## config.mk

```make
export PLATFORM = sky130hd
export DESIGN_NAME = adc_word_serializer
export DESIGN_NICKNAME = d
export VERILOG_FILES = /design/src/rtl/adc_word_serializer.sv
export SDC_FILE = /design/constraint.sdc
export NUM_CORES = 1
export LEC_CHECK = 0
export BUFFER_PORTS_ARGS = -buffer_cell sky130_fd_sc_hd__buf_4
export CAP_MARGIN = 20
export CORE_MARGIN = 5
export CORE_UTILIZATION = 37
export DETAILED_ROUTE_END_ITERATION = 10
export SYNTH_ARGS = -nofsm -noshare
export SYNTH_HDL_FRONTEND = slang
export SYNTH_SLANG_ARGS = --single-unit
export TNS_END_PERCENT = 50
```

## constraint.sdc

```tcl
create_clock -name clk -period 2.67 [get_ports clk]
set_input_delay 0.4005 -clock clk [delete_from_list [all_inputs] [get_ports clk]]
set_output_delay 0.4005 -clock clk [all_outputs]
set_load 0.02 [all_outputs]
```

## src/rtl/adc_word_serializer.sv

```systemverilog
module adc_word_serializer #(
  parameter int W = 14
) (
  input  logic         clk,
  input  logic         rst_n,
  input  logic         bit_en,
  input  logic         smp_valid,
  input  logic [W-1:0] smp_data,
  input  logic [1:0]   fmt_sel,
  input  logic         inv_en,
  output logic         ser_out,
  output logic         frame_out,
  output logic         overrun
);
  localparam int CW = $clog2(W + 1);

  logic [W-1:0]  shreg, offs, gray, recoded, coded;
  logic [CW-1:0] left;
  logic          busy, load;

  assign offs  = {~smp_data[W-1], smp_data[W-2:0]};
  assign gray  = offs ^ (offs >> 1);
  assign coded = inv_en ? ~recoded : recoded;

  always_comb begin
    case (fmt_sel)
      2'd1:    recoded = offs;
      2'd2:    recoded = gray;
      default: recoded = smp_data;
    endcase
  end

  assign busy = (left != '0);
  assign load = smp_valid && !busy;

  always_ff @(posedge clk or negedge rst_n) begin
    if (!rst_n) begin
      shreg   <= '0;
      left    <= '0;
      overrun <= 1'b0;
    end else begin
      if (load) begin
        shreg <= coded;
        left  <= CW'(W);
      end else if (bit_en && busy) begin
        shreg <= shreg << 1;
        left  <= left - 1'b1;
      end
      if (smp_valid && busy)
        overrun <= 1'b1;
    end
  end

  assign ser_out   = busy && shreg[W-1];
  assign frame_out = (left == CW'(W));
endmodule

```

# Word level (Yosys, flattened, before mapping)
# Cells that the tools add are included.
# Widths: inputs -> output; s select.
dict set report totals {
  output_inout_bits 3
  regBits 19
}
dict set report classes {
  reduce_logical 7
  n_mux 6
  n_addsub 1
  n_eq_ne 3
  bitwise 3
}
# operator n
set ops {}
lappend ops {{$mux 14} 3}
lappend ops {{$pmux 14 s2} 1}
lappend ops {{$not 14->14} 1}
lappend ops {{$xor 14x13->14} 1}
lappend ops {{$mux 4} 2}
lappend ops {{$eq 4x4->1 const B} 1}
lappend ops {{$logic_and 1x1->1} 4}
lappend ops {{$reduce_bool 4->1} 1}
lappend ops {{$sub 4x1->4 const B} 1}
lappend ops {{$eq 2x1->1 const B} 1}
lappend ops {{$eq 2x2->1 const B} 1}
lappend ops {{$reduce_bool 2->1} 1}
lappend ops {{$logic_not 1->1} 1}
lappend ops {{$not 1->1} 1}

# Longest topological paths before layout
dict set report logic_depth {
  word_depth 6
  ltp_mapped 8
}

# Least setup slack after synthesis
# No wires, ideal clock.
dict set report synth_timing {
  kind {input -> register}
  startpoint {input port fmt_sel[0]}
  endpoint {register shreg[12]}
  arrival_ns 1.658
  slack_ns 0.886
  path_stages 7
  path_cell_list {inv_1 -> ha_1 -> clkbuf_2 -> or4b_1 -> nand3_1 -> xnor2_1 -> mux2i_1}
}
dict set report synth_via {
  elab_chain_cells 5
  elab_cells_between_ends 6
  classes_between {2 x eq/ne; 3 x mux; 1 x bitwise}
}
# element line_no
set synth_rtl {}
lappend synth_rtl {{from (decl)} 9} ;# input logic [1:0] fmt_sel,
lappend synth_rtl {{$eq 2x2->1 / $eq 2x1->1 (equally long branches)} 26} ;# case (fmt_sel)
lappend synth_rtl {{$pmux 14 s2 *} 26}
lappend synth_rtl {{$not 14->14} 23} ;# assign coded = inv_en ? ~recoded : recoded;
lappend synth_rtl {{$mux 14 *} 23}
lappend synth_rtl {{$mux 14 *} 42} ;# if (load) begin
lappend synth_rtl {{to (signal assigned)} 43} ;# shreg <= coded;
lappend synth_rtl {{to (signal assigned)} 46} ;# shreg <= shreg << 1;
lappend synth_rtl {{to (decl)} 17} ;# logic [W-1:0] shreg, offs, gray, recoded, coded;
# Mark *: on every way between the ends. The rest lies on a longest branch, timed or not.
# A chain may end at the register's enable or synchronous reset.

# Final worst setup path
dict set report layout_timing {
  startpoint {register left[0]}
  endpoint {output port ser_out}
}
dict set report layout_via {
  elab_chain_cells 2
}
# element line_no
set layout_rtl {}
lappend layout_rtl {{from (decl)} 18} ;# logic [CW-1:0] left;
lappend layout_rtl {{from (signal assigned)} 44} ;# left <= CW'(W);
lappend layout_rtl {{from (signal assigned)} 47} ;# left <= left - 1'b1;
lappend layout_rtl {{$reduce_bool 4->1} 33} ;# assign busy = (left != '0);
lappend layout_rtl {{$logic_and 1x1->1} 54} ;# assign ser_out = busy && shreg[W-1];
lappend layout_rtl {{to (decl)} 11} ;# output logic ser_out,
# No other way between the ends.

==> metrics.json <==
{
  "sta": {
    "worst_slew_margin_rel": 0.590,
    "grt_setup_unrepaired": "false",
    "worst_max_slew_pin_slew_ns": 0.614,
    "final.setup.worst_slack_ns": 0.467,
    "post-route-period-util": 0.825,
    "max_freq_ghz": 0.454,
    "hold_violations": 0,
    "report.final.slew_viol_count": 0,
    "post_route_minimum_period_ns": 2.20,
    "setup_viol": 0,
    "clock-skew-final_ns": 0.00180,
    "setup_total_negative_slack_ns": 0
  },
  "place": {
    "setup_ws_pre_cts_ns": 0.594,
    "gpl.final_weighted_congestion": 0.754,
    "detailedPlacementHpwl_um": 2150,
    "port_buffers": 23
  },
  "power_and_ir_drop": {
    "sw_frac_of_total": 0.342,
    "pwr_density_cell_nw_per_um2": 655,
    "power.share.clock": 0.173,
    "irDropWorstVdd_v": 0.000231,
    "combinational_share_of_power": 0.402,
    "p_switching_uw": 390,
    "sequential_fraction_of_design_power": 0.424,
    "p_int_uw": 751,
    "static-leakage-power_nw": 0.838
  },
  "routing": {
    "drt-vias-per-instance": 5.17,
    "postRouteWirelength_um": 2780,
    "drt_first_iter_violations": 22,
    "drt-wirelength-per-cell_um": 12.6,
    "drc_markers": 0,
    "drtPass1Iterations": 4,
    "drtAntennaViolNets": 0,
    "number_of_vias_in_the_routed_layout": 1142
  },
  "status": {
    "status": "completed"
  },
  "yosys": {
    "ys_ff_latch": 19,
    "synth_cells": 153,
    "mappedNetlistArea_um2": 1520,
    "syn_avg_cell_area_um2": 9.94,
    "synth_sequential_area_ratio": 0.313,
    "synth-warning-count": 0,
    "synthDistinctLibCells": 29,
    "post_synthesis_net_count": 178
  },
  "cells_and_area": {
    "fraction_of_final_layout_cells_with_drive_strength_greater_than_1": 0.193,
    "insertedDiodeCount": 0,
    "layout_net_count": 197,
    "flow.area_growth_from_synthesis_pct": 14.5
  },
  "cts": {
    "post-cts-setup-buffers": 0,
    "htree_num_levels": 1,
    "cts-root-buf": "sky130_fd_sc_hd__clkbuf_8",
    "cts_tree": "done",
    "postCtsResizedCells": 0,
    "cts.sinks": 19,
    "clock_tree.buffer_depth": 2,
    "cts.hold.buffers_added": 0,
    "worst_setup_hold_path_clk_slew_ns": 0.07,
    "clock_insertion_delay_at_the_later_pin_of_the_skew_report_ns": 0.26,
    "numCtsBuffers": 3
  },
  "die": {
    "initial_core_util": 0.380,
    "num_io_pins": 24,
    "placeableCoreArea_um2": 4000,
    "fp-row-count": 23,
    "die_x_um": 74.1,
    "die_height_um": 74.1,
    "dieArea_um2": 5490
  },
  "setup_path": {
    "ws_path_type": "reg2out",
    "startpoint_type": "flip-flop",
    "critical_path_required_ns": 2.27,
    "cp_data_arrival_time_ns": 1.80,
    "crit_path_end_kind": "output pin",
    "slowest_stage": "sky130_fd_sc_hd__or3b_1",
    "worst-path-max-fanout": 4,
    "path_cells": "inv_1, ha_1, or3b_1, and2_2, buf_4",
    "worst_path_largest_cell_delay_ns": 0.49
  },
  "global_route": {
    "global_route.usage.met2": 0.182,
    "grt_use_met1": 0.136,
    "total_global_routing_overflow": 0,
    "grt_pass1_vias": 1098,
    "antenna_violations_before_repair": 0,
    "grt.met3_usage": 0.0176,
    "grt_pass1_wl_um": 4760,
    "groute.usage.overall": 0.109,
    "largest_net_degree_at_the_start_of_global_routing": 29,
    "grt.busiest_layer": "met2"
  },
  "flow_run": {
    "drv_cap": 0
  },
  "worst_hold_path": {
    "worst_min_path_class": "in2async"
  }
}
## metrics by stage
| stage | power (mW) | cells | cell area [um2] | hold WS [ns] | utilization |
|---|---|---|---|---|---|
| 2_1_floorplan | 0.851 | 153 | 1520 | 0.105 | - |
| 3_3_place_gp | 0.938 | 217 | 1700 | 0.286 | 0.424 |
| 3_5_place_dp | 0.962 | 217 | 1700 | 0.295 | 0.424 |
| 4_1_cts | 1.17 | 221 | 1740 | 0.0125 | 0.435 |
| 5_1_grt | 1.24 | 221 | 1740 | 0.0184 | 0.435 |
| 6_report | 1.14 | 221 | 1740 | 0.00547 | 0.435 |
## state kept, by name, summed over array words and instances (netlist names)
name / count
left: 4
overrun: 1
shreg: 14
## worst max-delay path, delay by kind of cell, from the launching register on
family | cells | cell delay, ns
simple gates | 2 | 0.73
buf+inv | 2 | 0.24
flops | 1 | 0.40
fa+ha+maj | 1 | 0.18
## cell families after synthesis
logic type / Yosys count / share of synthesized area
fa+ha+maj: 4 / 0.0329
compound gates: 18 / 0.0633
xor+xnor: 16 / 0.0921
mux: 27 / 0.178
simple gates: 54 / 0.262
flops: 19 / 0.313
buf+inv: 15 / 0.0592
## Yosys cell counts (all sizes together)
library cell | instances | area share
inv | 4 | 0.0099
mux2i | 27 | 0.18
or3b | 1 | 0.0058
xnor2 | 14 | 0.081
and3 | 1 | 0.0049
buf | 7 | 0.039
nand3 | 18 | 0.059
xor2 | 2 | 0.012
nor2 | 2 | 0.0049
clkbuf | 4 | 0.011
or4b | 1 | 0.0066
and2 | 1 | 0.0049
o21ai | 16 | 0.053
nand4bb | 9 | 0.067
dfrtp | 19 | 0.31
ha | 4 | 0.033
nand2 | 4 | 0.021
a21o | 1 | 0.0058
a21boi | 1 | 0.0049
nand3b | 12 | 0.059
nor3 | 1 | 0.0033
or4bb | 3 | 0.022
or2 | 1 | 0.0041
## metal layers
layer | wire length, um | part of all wire
met5 | 0 | 0
met4 | 65 | 0.023
met3 | 148 | 0.053
met2 | 1230 | 0.44
met1 | 1340 | 0.48
## worst paths after layout
kind,startpoint,to,slack (ns),depth (start not counted)
min in group clk,smp_valid,overrun$_DFFE_PN0P_,0.36,2
worst min-delay path,rst_n,overrun$_DFFE_PN0P_,0.005,1
worst min register to register,overrun$_DFFE_PN0P_,overrun$_DFFE_PN0P_,0.47,1
worst max-delay path,left[0]$_DFFE_PN0P_,ser_out,0.47,5
worst max register to register,left[0]$_DFFE_PN0P_,shreg[10]$_DFFE_PN0P_,0.87,6
max in group asynchronous,rst_n,shreg[8]$_DFFE_PN0P_,2.47,1
## placed cells by master, fill, tap and decap left out
cell type                   synthesis  layout
sky130_fd_sc_hd__or4b_1             1       1
sky130_fd_sc_hd__nand2_8            1       1
sky130_fd_sc_hd__a21o_2             1       1
sky130_fd_sc_hd__or3b_1             1       1
sky130_fd_sc_hd__and2_2             1       1
sky130_fd_sc_hd__o21ai_0           14      14
sky130_fd_sc_hd__mux2i_1           27      27
sky130_fd_sc_hd__nand2_1            3       3
sky130_fd_sc_hd__o21ai_1            2       2
sky130_fd_sc_hd__nand3b_1          12      12
sky130_fd_sc_hd__or4bb_1            3       3
sky130_fd_sc_hd__a21boi_0           1       1
sky130_fd_sc_hd__clkbuf_1           3       1
sky130_fd_sc_hd__inv_1              4       4
sky130_fd_sc_hd__nand3_1           18      18
sky130_fd_sc_hd__clkbuf_8           0       3
sky130_fd_sc_hd__buf_4              1      25
sky130_fd_sc_hd__dfrtp_1           19      19
sky130_fd_sc_hd__nor2_1             2       2
sky130_fd_sc_hd__xnor2_1           14      14
sky130_fd_sc_hd__xor2_1             2       2
sky130_fd_sc_hd__ha_1               4       4
sky130_fd_sc_hd__nor3_1             1       1
sky130_fd_sc_hd__or2_2              1       1
sky130_fd_sc_hd__nand4bb_1          9       9
sky130_fd_sc_hd__and3_2             1       1
## layout make-up
| type | count | area (um2) |
|---|---|---|
| Timing Repair Buffer | 25 | 188 |
| Tap cell | 50 | 62.6 |
| Sequential cell | 19 | 475 |
| Fill cell | 396 | 2260 |
| Inverter | 4 | 15.0 |
| Multi-Input combinational cell | 119 | 956 |
| Clock buffer | 4 | 45.0 |
## power groups by stage
stage | logic (mW) | clock network (mW) | registers, mW
6_report | 0.459 | 0.198 | 0.484
5_1_grt | 0.519 | 0.217 | 0.504
4_1_cts | 0.471 | 0.207 | 0.487
3_5_place_dp | 0.469 | 0 | 0.493
3_3_place_gp | 0.450 | 0 | 0.487
2_1_floorplan | 0.382 | 0 | 0.470
(Power assumes the default switching activity.)
